==> src/rtl/col_seq_pkg.sv <==
package col_seq_pkg;

    localparam int MODE_W = 8;

    typedef enum logic [2:0] {
        BL_1    = 3'd0,
        BL_2    = 3'd1,
        BL_4    = 3'd2,
        BL_8    = 3'd3,
        BL_PAGE = 3'd7
    } blen_e;

    typedef struct packed {
        logic       single_wr;
        logic [1:0] cas_lat;
        logic       interleave;
        blen_e      blen;
    } mode_t;

    localparam mode_t MODE_RESET = '{single_wr: 1'b0, cas_lat: 2'd2,
                                     interleave: 1'b0, blen: BL_1};

    // Accepts only the encodings listed as legal for the mode word.
    function automatic logic mode_word_legal(input logic [MODE_W-1:0] w);
        logic len_ok;
        logic lat_ok;
        len_ok = (w[2:0] <= 3'd3) || (w[2:0] == 3'd7);
        lat_ok = (w[6:4] >= 3'd1) && (w[6:4] <= 3'd3);
        return len_ok && lat_ok && !((w[2:0] == 3'd7) && w[3]);
    endfunction

endpackage

==> src/rtl/col_mode_reg.sv <==
module col_mode_reg
    import col_seq_pkg::*;
(
    input  logic              clk,
    input  logic              rst_n,
    input  logic              load,
    input  logic [MODE_W-1:0] word,
    output mode_t             mode,
    output logic              err
);

    typedef struct packed {
        mode_t mode;
        logic  err;
    } state_t;

    state_t s_d, s_q;
    logic   legal;

    always_comb begin
        legal     = mode_word_legal(word);
        s_d       = s_q;
        s_d.err   = 1'b0;
        if (load) begin
            if (legal) begin
                s_d.mode.single_wr  = word[7];
                s_d.mode.cas_lat    = word[5:4];
                s_d.mode.interleave = word[3];
                s_d.mode.blen       = blen_e'(word[2:0]);
            end else begin
                s_d.err = 1'b1;
            end
        end
    end

    always_ff @(posedge clk or negedge rst_n) begin
        if (!rst_n) begin
            s_q.mode <= MODE_RESET;
            s_q.err  <= 1'b0;
        end else begin
            s_q <= s_d;
        end
    end

    assign mode = s_q.mode;
    assign err  = s_q.err;

    // a rejected word leaves the stored mode untouched
    p_reserved_keeps_r2: assert property (@(posedge clk) disable iff (!rst_n)
        (load && !legal) |=> (mode == $past(mode)));

    // a legal word is visible right after its load edge
    p_legal_loads_r1: assert property (@(posedge clk) disable iff (!rst_n)
        (load && legal) |=> (mode.cas_lat == $past(word[5:4]) &&
                             mode.single_wr == $past(word[7])));

endmodule

==> src/rtl/col_burst_gen.sv <==
module col_burst_gen
    import col_seq_pkg::*;
#(
    parameter int COL_W = 8
) (
    input  logic             clk,
    input  logic             rst_n,
    input  blen_e            blen,
    input  logic             interleave,
    input  logic             single_wr,
    input  logic             cmd_valid,
    input  logic             cmd_write,
    input  logic [COL_W-1:0] cmd_col,
    input  logic             stop,
    output logic [COL_W-1:0] col_addr,
    output logic             col_valid,
    output logic             col_last,
    output logic             col_write
);

    localparam logic [COL_W-1:0] ONE = COL_W'(1);

    typedef struct packed {
        logic             active;
        logic             wr;
        logic             page;
        logic             inter;
        logic [COL_W-1:0] mask;
        logic [COL_W-1:0] start;
        logic [COL_W-1:0] cnt;
    } state_t;

    state_t           s_d, s_q;
    logic [COL_W-1:0] len_mask;
    logic [COL_W-1:0] low_bits;
    logic             last_beat;

    always_comb begin
        unique case (blen)
            BL_1:    len_mask = COL_W'(0);
            BL_2:    len_mask = COL_W'(1);
            BL_4:    len_mask = COL_W'(3);
            BL_8:    len_mask = COL_W'(7);
            default: len_mask = '1;
        endcase

        last_beat = s_q.active && !s_q.page && (s_q.cnt == s_q.mask);
        low_bits  = s_q.inter ? (s_q.start ^ s_q.cnt) : (s_q.start + s_q.cnt);

        s_d = s_q;
        if (cmd_valid) begin
            s_d.active = 1'b1;
            s_d.wr     = cmd_write;
            s_d.inter  = interleave;
            s_d.start  = cmd_col;
            s_d.cnt    = '0;
            if (cmd_write && single_wr) begin
                s_d.mask = '0;
                s_d.page = 1'b0;
            end else begin
                s_d.mask = len_mask;
                s_d.page = (blen == BL_PAGE);
            end
        end else if (stop) begin
            s_d.active = 1'b0;
        end else if (s_q.active) begin
            if (last_beat) s_d.active = 1'b0;
            else           s_d.cnt    = s_q.cnt + ONE;
        end
    end

    always_ff @(posedge clk or negedge rst_n) begin
        if (!rst_n) s_q <= '0;
        else        s_q <= s_d;
    end

    assign col_valid = s_q.active;
    assign col_last  = last_beat;
    assign col_write = s_q.active && s_q.wr;
    assign col_addr  = s_q.active ? ((s_q.start & ~s_q.mask) | (low_bits & s_q.mask)) : '0;

    // beat 0 of a burst is the start column, one cycle later
    p_first_beat_r3: assert property (@(posedge clk) disable iff (!rst_n)
        cmd_valid |=> (col_valid && col_addr == $past(cmd_col)));

    // nothing follows the final beat without a fresh command
    p_last_ends_r6: assert property (@(posedge clk) disable iff (!rst_n)
        (col_last && !cmd_valid) |=> !col_valid);

    // a stop without a command ends the burst
    p_stop_ends_r8: assert property (@(posedge clk) disable iff (!rst_n)
        (stop && !cmd_valid) |=> !col_valid);

    // a write in single-beat mode is its own last beat
    p_single_write_r11: assert property (@(posedge clk) disable iff (!rst_n)
        (cmd_valid && cmd_write && single_wr) |=> (col_last && col_write));

endmodule

==> src/rtl/col_lat_pipe.sv <==
module col_lat_pipe #(
    parameter int MAX_CL = 3
) (
    input  logic       clk,
    input  logic       rst_n,
    input  logic [1:0] cas_lat,
    input  logic       beat_in,
    output logic       rd_valid
);

    logic [MAX_CL-1:0] sh_d, sh_q;

    always_comb begin
        sh_d = {sh_q[MAX_CL-2:0], beat_in};
        if (cas_lat != 2'd0 && int'(cas_lat) <= MAX_CL) rd_valid = sh_q[int'(cas_lat) - 1];
        else                                            rd_valid = 1'b0;
    end

    always_ff @(posedge clk or negedge rst_n) begin
        if (!rst_n) sh_q <= '0;
        else        sh_q <= sh_d;
    end

    // with latency 1 a read beat is followed by the data strobe
    p_lat1_r10: assert property (@(posedge clk) disable iff (!rst_n)
        (beat_in && cas_lat == 2'd1) |=> (cas_lat != 2'd1 || rd_valid));

    // no data strobe appears without a read beat latency cycles back
    p_lat2_r10: assert property (@(posedge clk) disable iff (!rst_n)
        (cas_lat == 2'd2 && $past(cas_lat) == 2'd2 && !$past(beat_in, 2)) |-> !rd_valid);

endmodule

==> src/rtl/sdram_col_seq.sv <==
module sdram_col_seq
    import col_seq_pkg::*;
#(
    parameter int COL_W  = 8,
    parameter int MAX_CL = 3
) (
    input  logic             clk,
    input  logic             rst_n,
    input  logic             mode_load,
    input  logic [7:0]       mode_word,
    input  logic             cmd_valid,
    input  logic             cmd_write,
    input  logic [COL_W-1:0] cmd_col,
    input  logic             burst_stop,
    output logic [COL_W-1:0] col_addr,
    output logic             col_valid,
    output logic             col_last,
    output logic             col_write,
    output logic             rd_valid,
    output logic             mode_err
);

    mode_t mode;

    col_mode_reg u_mode (
        .clk   (clk),
        .rst_n (rst_n),
        .load  (mode_load),
        .word  (mode_word),
        .mode  (mode),
        .err   (mode_err)
    );

    col_burst_gen #(.COL_W(COL_W)) u_burst (
        .clk        (clk),
        .rst_n      (rst_n),
        .blen       (mode.blen),
        .interleave (mode.interleave),
        .single_wr  (mode.single_wr),
        .cmd_valid  (cmd_valid),
        .cmd_write  (cmd_write),
        .cmd_col    (cmd_col),
        .stop       (burst_stop),
        .col_addr   (col_addr),
        .col_valid  (col_valid),
        .col_last   (col_last),
        .col_write  (col_write)
    );

    col_lat_pipe #(.MAX_CL(MAX_CL)) u_lat (
        .clk      (clk),
        .rst_n    (rst_n),
        .cas_lat  (mode.cas_lat),
        .beat_in  (col_valid && !col_write),
        .rd_valid (rd_valid)
    );

    // the data strobe is never high without an issued beat behind it
    p_idle_quiet_r12: assert property (@(posedge clk) disable iff (!rst_n)
        (!$past(col_valid) && !$past(col_valid, 2) && !$past(col_valid, 3)) |-> !rd_valid);

endmodule

==> config.mk <==
export PLATFORM = sky130hd
export DESIGN_NAME = sdram_col_seq
export DESIGN_NICKNAME = d
export VERILOG_FILES = /design/src/rtl/col_seq_pkg.sv /design/src/rtl/col_mode_reg.sv /design/src/rtl/col_burst_gen.sv /design/src/rtl/col_lat_pipe.sv /design/src/rtl/sdram_col_seq.sv
export SDC_FILE = /design/constraint.sdc
export NUM_CORES = 1
export LEC_CHECK = 0
export ABC_AREA = 1
export BUFFER_PORTS_ARGS = -buffer_cell sky130_fd_sc_hd__buf_4
export CORE_MARGIN = 1
export CORE_UTILIZATION = 50
export DETAILED_ROUTE_END_ITERATION = 6
export PLACE_DENSITY = 0.82
export SKIP_CTS_REPAIR_TIMING = 1
export SLEW_MARGIN = 10
export SYNTH_ARGS = -nofsm -noshare
export SYNTH_HDL_FRONTEND = slang
export SYNTH_HIERARCHICAL = 1
export SYNTH_SLANG_ARGS = --single-unit
export TNS_END_PERCENT = 50
==> constraint.sdc <==
create_clock -name clk -period 3.9 [get_ports clk]
set_input_delay 0.195 -clock clk [delete_from_list [all_inputs] [get_ports clk]]
set_output_delay 0.195 -clock clk [all_outputs]
set_load 0.02 [all_outputs]
==> flow_metrics.py, run 1 <==
metrics = {
    "setup_path": {
        "rr_endpoint": "u_burst/s_q[4]$_DFFE_PN0P_",
        "arrival_ns": 2.11,
        "rr_startpoint": "u_burst/col_valid$_DFF_PN0_",
        "worst-path-max-fanout": 7,
        "worstRegToRegCells": 6,
        "critPathKind": "reg2out",
        "crit_path_end_kind": "output port",
        "start_kind": "flop",
        "required_ns": 3.70,
        "reg2reg_slack_ns": 2.26,
    },
    "drt": {
        "ant_nets": 0,
        "routed_wl_um": 4690,
        "wl_per_cell_um": 12.8,
        "vias": 1933,
        "drt_iter0_markers": 160,
        "via_per_inst": 5.28,
        "drt_first_pass_iters": 4,
        "drc_errors": 0,
    },
    "min_path": {
        "min_delay_path_depth": 3,
        "min_to": "u_burst/s_q[11]$_DFFE_PN0P_",
        "hp-class": "in2reg",
        "min-delay-start": "cmd_col[3]",
    },
    "cells_and_area": {
        "drive_gt1_share_pct": 18.7,
        "nets": 347,
        "final.fill_count": 370,
        "syn_to_final_growth_pct": 17.9,
        "multi_input_area_um2": 1090,
        "diodes": 0,
        "layout.area.seq_um2": 877,
        "fin_util_pct": 62.2,
    },
    "clock_network": {
        "cts_tree": "done",
        "cts_root_buf": "clkbuf_8",
        "cts.clk_slew.worst_paths_ns": 0.07,
        "numCtsBuffers": 5,
        "clock_path_buffers": 2,
        "clock-sinks": 35,
        "h-tree-depth": 2,
        "insertion_delay_ns": 0.29,
    },
    "placed_design": {
        "pre_cts_ws_ns": 1.95,
        "dpl.hpwl_um": 3350,
        "place_congestion": 0.885,
        "portBuffers": 34,
    },
    "timing": {
        "setup_ws_ns": 1.59,
        "max_freq_ghz": 0.433,
        "slew_headroom_pct": 52.6,
        "final_hold_viol_count": 0,
        "tns_ns": 0,
        "slew_viol_final": 0,
        "worst_slew_pin_slew_ns": 0.711,
        "rsz0062_at_grt": "false",
        "setup_viol": 0,
        "fin_skew_ns": 0.00581,
        "min_period_ns": 2.31,
        "fin_crit_sh_pct": 59.2,
    },
    "run": {
        "maxCapViolCount": 0,
    },
    "synthesis": {
        "synthTopCellsByCount": "83 x nand2_1, 34 x dfrtp_1, 31 x inv_1, 21 x nor2_1, 20 x nand3_1",
        "syn_area_um2": 2140,
        "postSynthCellCount": 279,
        "synth-main-ff-cell": "dfrtp_1",
        "synth_top_area_cell": "dfrtp_1",
        "synth-edff-count": 0,
        "synthArstFlopShare_pct": 100,
        "synth_top_cells_by_area": "dfrtp_1 40%, nand2_1 15%, inv_1 5.4%",
        "syn-num-nets": 311,
        "yosysSeqAreaShare_pct": 41.0,
        "ys_types": 33,
        "yosysWarningCount": 6,
        "avgSynthCellArea_um2": 7.67,
        "netlist.area_leader.share_pct": 39.8,
        "yosysMostFrequentCell": "nand2_1",
        "synth-seq-cells": 35,
    },
    "floorplan": {
        "die-area_um2": 4540,
        "die_h_um": 67.4,
        "initial_core_util_pct": 52.7,
        "core.rowCount": 23,
        "die_w_um": 67.4,
        "core_um2": 4060,
        "ios": 35,
    },
    "power": {
        "p_per_area_nw_per_um2": 395,
        "power_uw": 997,
        "peakVddDrop_uv": 218,
        "leakage_uw": 0.00138,
    },
    "global_routing": {
        "overflow": 0,
        "grt_pass1_wl_um": 7870,
        "grt_pass1_vias": 1733,
        "antenna_found_initial": 0,
        "grt_start_max_net_pins": 36,
        "grt_util_all_layers_pct": 23.7,
    },
    "status": {
        "status": "finished, final reports clean",
    },
}
[sequential cells by signal, summed over array words and instances, names as in the netlist]
name               count
u_mode/err             1
u_burst/col_valid      1
u_lat/sh_q             3
u_burst/s_q           23
u_mode/mode            7
[final cells by class]
cell class	instances	share of cell area (%)
inverter	36	5.36
clock inverter	3	0.794
tap	50	2.48
multi-input combinational	202	43.4
timing repair buffer	35	10.5
clock buffer	5	2.73
sequential	35	34.8
[per-layer routing]
metal	vias to the layer above	wire length (um)	GRT usage, %	part of all wire [%]
met5	-	0	0	0
met4	0	97	9.84	2.1
met3	11	239	6.25	5.1
met2	50	2190	36.4	47
met1	886	2160	31.5	46
li1	986	-	-	-
[power by group]
| part | switching, uW | internal [uW] | total (uW) |
|---|---|---|---|
| registers | 40.8 | 407 | 448 |
| logic | 176 | 112 | 288 |
| clock network | 137 | 124 | 261 |
[layout by cell type (no fill, tap or decap)]
| cell type | instances |
|---|---|
| a211oi_4 | 1 |
| a21boi_0 | 1 |
| a21oi_1 | 9 |
| a21oi_2 | 1 |
| a221oi_1 | 1 |
| buf_4 | 34 |
| clkbuf_8 | 5 |
| clkinv_2 | 1 |
| clkinvlp_4 | 2 |
| dfrtp_1 | 34 |
| dfstp_2 | 1 |
| dlygate4sd3_1 | 1 |
| fa_1 | 1 |
| ha_1 | 9 |
| inv_1 | 31 |
| inv_2 | 5 |
| nand2_1 | 83 |
| nand2_2 | 2 |
| nand2_4 | 1 |
| nand3_1 | 20 |
| nand3_4 | 1 |
| nand4_1 | 18 |
| nand4_4 | 1 |
| nor2_1 | 21 |
| nor2_2 | 3 |
| nor2_4 | 1 |
| o211ai_1 | 1 |
| o21ai_0 | 13 |
| o21ai_1 | 4 |
| o221ai_1 | 1 |
| o22ai_1 | 1 |
| or2_1 | 1 |
| xnor2_1 | 2 |
| xor2_1 | 5 |
[critical path, stage by stage, from the launching register on]
cell and delay, ns:
dfrtp_1 0.47, ha_1 0.27, fa_1 0.40, nand3_1 0.11, nand2_1 0.09, nand4_1 0.10, nand3_1 0.07, nand2_1 0.06
nor2_1 0.04, nor2_1 0.08, buf_4 0.14
[metrics by stage]
stage	cells	hold slack, ns	instance area [um^2]
after floorplan	279	-0.101	2140
after global placement	357	0.173	2420
after detailed placement	357	0.176	2420
after CTS	365	-0.142	2510
after global routing	366	0.0990	2520
final	366	0.103	2520
[kinds of logic after synthesis]
kind of cell / count (synthesis) / synth area share [%]
compound gates: 33 / 9.24
flops: 35 / 41.0
fa+ha+maj: 10 / 6.20
xor+xnor: 7 / 2.87
buf+inv: 42 / 7.89
simple gates: 152 / 32.8
[worst max-delay path by stage]
stage                                     from          end  slack [ns]  cells after the start
CTS                 u_burst/s_q[0]$_DFFE_PN0P_  col_addr[6]        1.59                     10
global route        u_burst/s_q[0]$_DFFE_PN0P_  col_addr[6]        1.46                     10
finish              u_burst/s_q[0]$_DFFE_PN0P_  col_addr[6]        1.59                     10
global placement    u_burst/s_q[0]$_DFFE_PN0P_  col_addr[1]        1.95                      5
detailed placement  u_burst/s_q[0]$_DFFE_PN0P_  col_addr[6]        1.95                     10
floorplan           u_burst/s_q[0]$_DFFE_PN0P_  col_addr[1]        1.89                      4
Note: power is estimated with default switching activity, not from simulation.
==> inputs of run 2 (changes only) <==
Settings changed: ABC_AREA 1 to 0, PLACE_DENSITY 0.82 to 0.85.
Clock period 3.9 ns to 2.05 ns, I/O delays scaled along.
==> flow_metrics.py, run 2 <==
metrics = {
    "status": {
        "status": "finished, violations left",
        "violations": "setup timing",
    },
    "synthesis": {
        "synthTopCellsByCount": "34 x dfrtp_1, 18 x nor2_1, 17 x mux2_2, 12 x inv_1, 11 x nand2_1",
        "synth-edff-count": 0,
        "ys_types": 48,
        "synthArstFlopShare_pct": 100,
        "avgSynthCellArea_um2": 10.5,
        "synth_top_area_cell": "dfrtp_1",
        "yosysSeqAreaShare_pct": 42.0,
        "syn-num-nets": 231,
        "postSynthCellCount": 199,
        "yosysMostFrequentCell": "dfrtp_1",
        "synth_top_cells_by_area": "dfrtp_1 41%, mux2_2 9.2%, ha_1 5.4%",
        "synth-main-ff-cell": "dfrtp_1",
        "synth-seq-cells": 35,
        "yosysWarningCount": 6,
        "syn_area_um2": 2090,
        "netlist.area_leader.share_pct": 40.7,
    },
    "setup_path": {
        "crit_end": "col_addr[6]",
        "slowest_delay_ns": 0.40,
        "critPathKind": "reg2out",
        "rr_startpoint": "u_burst/s_q[1]$_DFFE_PN0P_",
        "reg2reg_slack_ns": 0.11,
        "worstRegToRegCells": 7,
        "required_ns": 1.95,
        "crit_path_end_kind": "output port",
        "crit_chain": "ha_2, fa_2, a21oi_2, o22ai_2, a31oi_1, mux2i_1, a31o_2, buf_6",
        "worstSetupPathDepth": 8,
        "startpoint": "u_burst/s_q[0]$_DFFE_PN0P_",
        "worst-path-max-fanout": 2,
        "crit_family": "compound AO/OA/AOI/OAI gates",
        "cp_num_buf_inv": 1,
        "cp_slowest_cell": "dfrtp_1",
        "arrival_ns": 2.24,
        "rr_endpoint": "u_burst/s_q[0]$_DFFE_PN0P_",
        "start_kind": "flop",
    },
    "global_routing": {
        "grt_start_max_net_pins": 36,
        "overflow": 0,
        "grt_pass1_wl_um": 7420,
        "grt_util_all_layers_pct": 23.2,
        "antenna_found_initial": 0,
        "grt_pass1_vias": 1664,
    },
    "floorplan": {
        "die_w_um": 66.6,
        "core_um2": 4000,
        "ios": 35,
        "core.rowCount": 23,
        "die_h_um": 66.6,
        "die-area_um2": 4440,
        "initial_core_util_pct": 52.2,
    },
    "cells_and_area": {
        "layout_common_cells": "46 x buf_4, 32 x dfrtp_1, 18 x nor2_1",
        "syn_to_final_growth_pct": 26.0,
        "nets": 281,
        "diodes": 0,
        "fin_area_um2": 2630,
        "top_register": "u_burst/s_q",
        "drive_gt1_share_pct": 38.8,
        "biggestRegsByFlops": "u_burst/s_q x23, u_mode/mode x7, u_lat/sh_q x3",
        "final_common_cell": "buf_4",
        "largest_reg_flops": 23,
    },
    "clock_network": {
        "cts_root_buf": "clkbuf_8",
        "clock-sinks": 35,
        "insertion_delay_ns": 0.30,
        "h-tree-depth": 2,
        "numCtsBuffers": 5,
        "clock_path_buffers": 2,
        "cts.clk_slew.worst_paths_ns": 0.08,
        "cts_tree": "done",
    },
    "power": {
        "peakVddDrop_uv": 496,
        "leakage_uw": 0.00117,
        "p_per_area_nw_per_um2": 766,
    },
    "timing": {
        "fin_skew_ns": 0.0111,
        "slew_viol_final": 0,
        "min_period_ns": 2.34,
        "max_freq_ghz": 0.427,
        "rsz0062_at_grt": "true",
        "worst_slew_pin_slew_ns": 0.561,
        "slew_headroom_pct": 62.6,
        "fin_crit_sh_pct": 114,
        "setup_viol": 6,
        "setup_ws_ns": -0.293,
        "final_hold_viol_count": 0,
    },
    "drt": {
        "drc_errors": 0,
        "wl_per_cell_um": 15.3,
        "drt_iter0_markers": 90,
        "ant_nets": 0,
        "routed_wl_um": 4580,
        "via_per_inst": 5.53,
        "drt_first_pass_iters": 4,
        "vias": 1658,
    },
    "placed_design": {
        "pre_cts_ws_ns": -0.0465,
        "place_congestion": 0.882,
        "portBuffers": 34,
        "dpl.hpwl_um": 3210,
        "dpl-instance-area_um2": 2490,
    },
    "min_path": {
        "hp-class": "in2reg",
    },
    "run": {
        "maxCapViolCount": 0,
    },
}
[run 2: per-stage QoR]
step	cells	setup TNS [ns]	total power [uW]	util (%)	hold WS [ns]
6_report	300	-0.883	2020	65.8	0.0324
5_1_grt	300	-1.42	2130	65.8	0.0340
4_1_cts	299	-1.46	2000	64.3	-0.236
3_5_place_dp	291	-0.0465	1500	62.2	0.0848
3_3_place_gp	291	0	1480	62.2	0.0812
2_1_floorplan	199	-0.0206	1270	-	-0.193
[run 2: logic make-up after synthesis]
family                     after synthesis  share of synthesized area (%)
adders and majority gates               10                           6.35
buffers and inverters                   19                           3.77
xor gates and xnor gates                 6                           2.52
AOI/OAI and AO/OA                       41                           14.3
DFF                                     35                           42.0
muxes                                   27                           14.7
and+or+nand+nor                         61                           16.4
[run 2: layout make-up]
| class | instances | area [um^2] |
|---|---|---|
| flip-flops and latches | 35 | 880 |
| well taps | 50 | 62.6 |
| clock buffers | 6 | 72.6 |
| multi-input cells | 145 | 1180 |
| inverters | 13 | 48.8 |
| fillers | 307 | 1370 |
| repair buffers | 49 | 378 |
| clock inverters | 2 | 12.5 |
[run 2: worst reg2reg max path, delay by kind of cell (launching register included)]
| family | cells | cell delay, ns |
|---|---|---|
| AO/OA/AOI/OAI | 1 | 0.36 |
| XOR/XNOR | 1 | 0.16 |
| buffers and inverters | 2 | 0.35 |
| flip-flops | 1 | 0.45 |
| multiplexers | 1 | 0.29 |
| AND/OR/NAND/NOR | 2 | 0.21 |
[run 2: layer usage]
metal  track usage (%)  part of all wire, %  up-vias
met4              9.31                  1.9        0
met1              26.6                   44      785
met3              5.82                  4.8        8
met5                 0                    0        -
li1                  -                    -      816
met2              40.7                   50       49
[run 2: worst min path at each step]
stage                     from                           to  cells after the start
floorplan                rst_n  u_burst/col_valid$_DFF_PN0_                      0
global placement         rst_n   u_mode/mode[3]$_DFFE_PN0P_                      1
detailed placement       rst_n   u_mode/mode[3]$_DFFE_PN0P_                      1
CTS                      rst_n   u_burst/s_q[9]$_DFFE_PN0P_                      1
global route        cmd_col[5]  u_burst/s_q[13]$_DFFE_PN0P_                      2
finish              cmd_col[5]  u_burst/s_q[13]$_DFFE_PN0P_                      2
[run 2: power breakdown]
| part | internal, uW | switching (uW) |
|---|---|---|
| Sequential | 785 | 97.0 |
| Combinational | 318 | 318 |
| Clock | 237 | 261 |
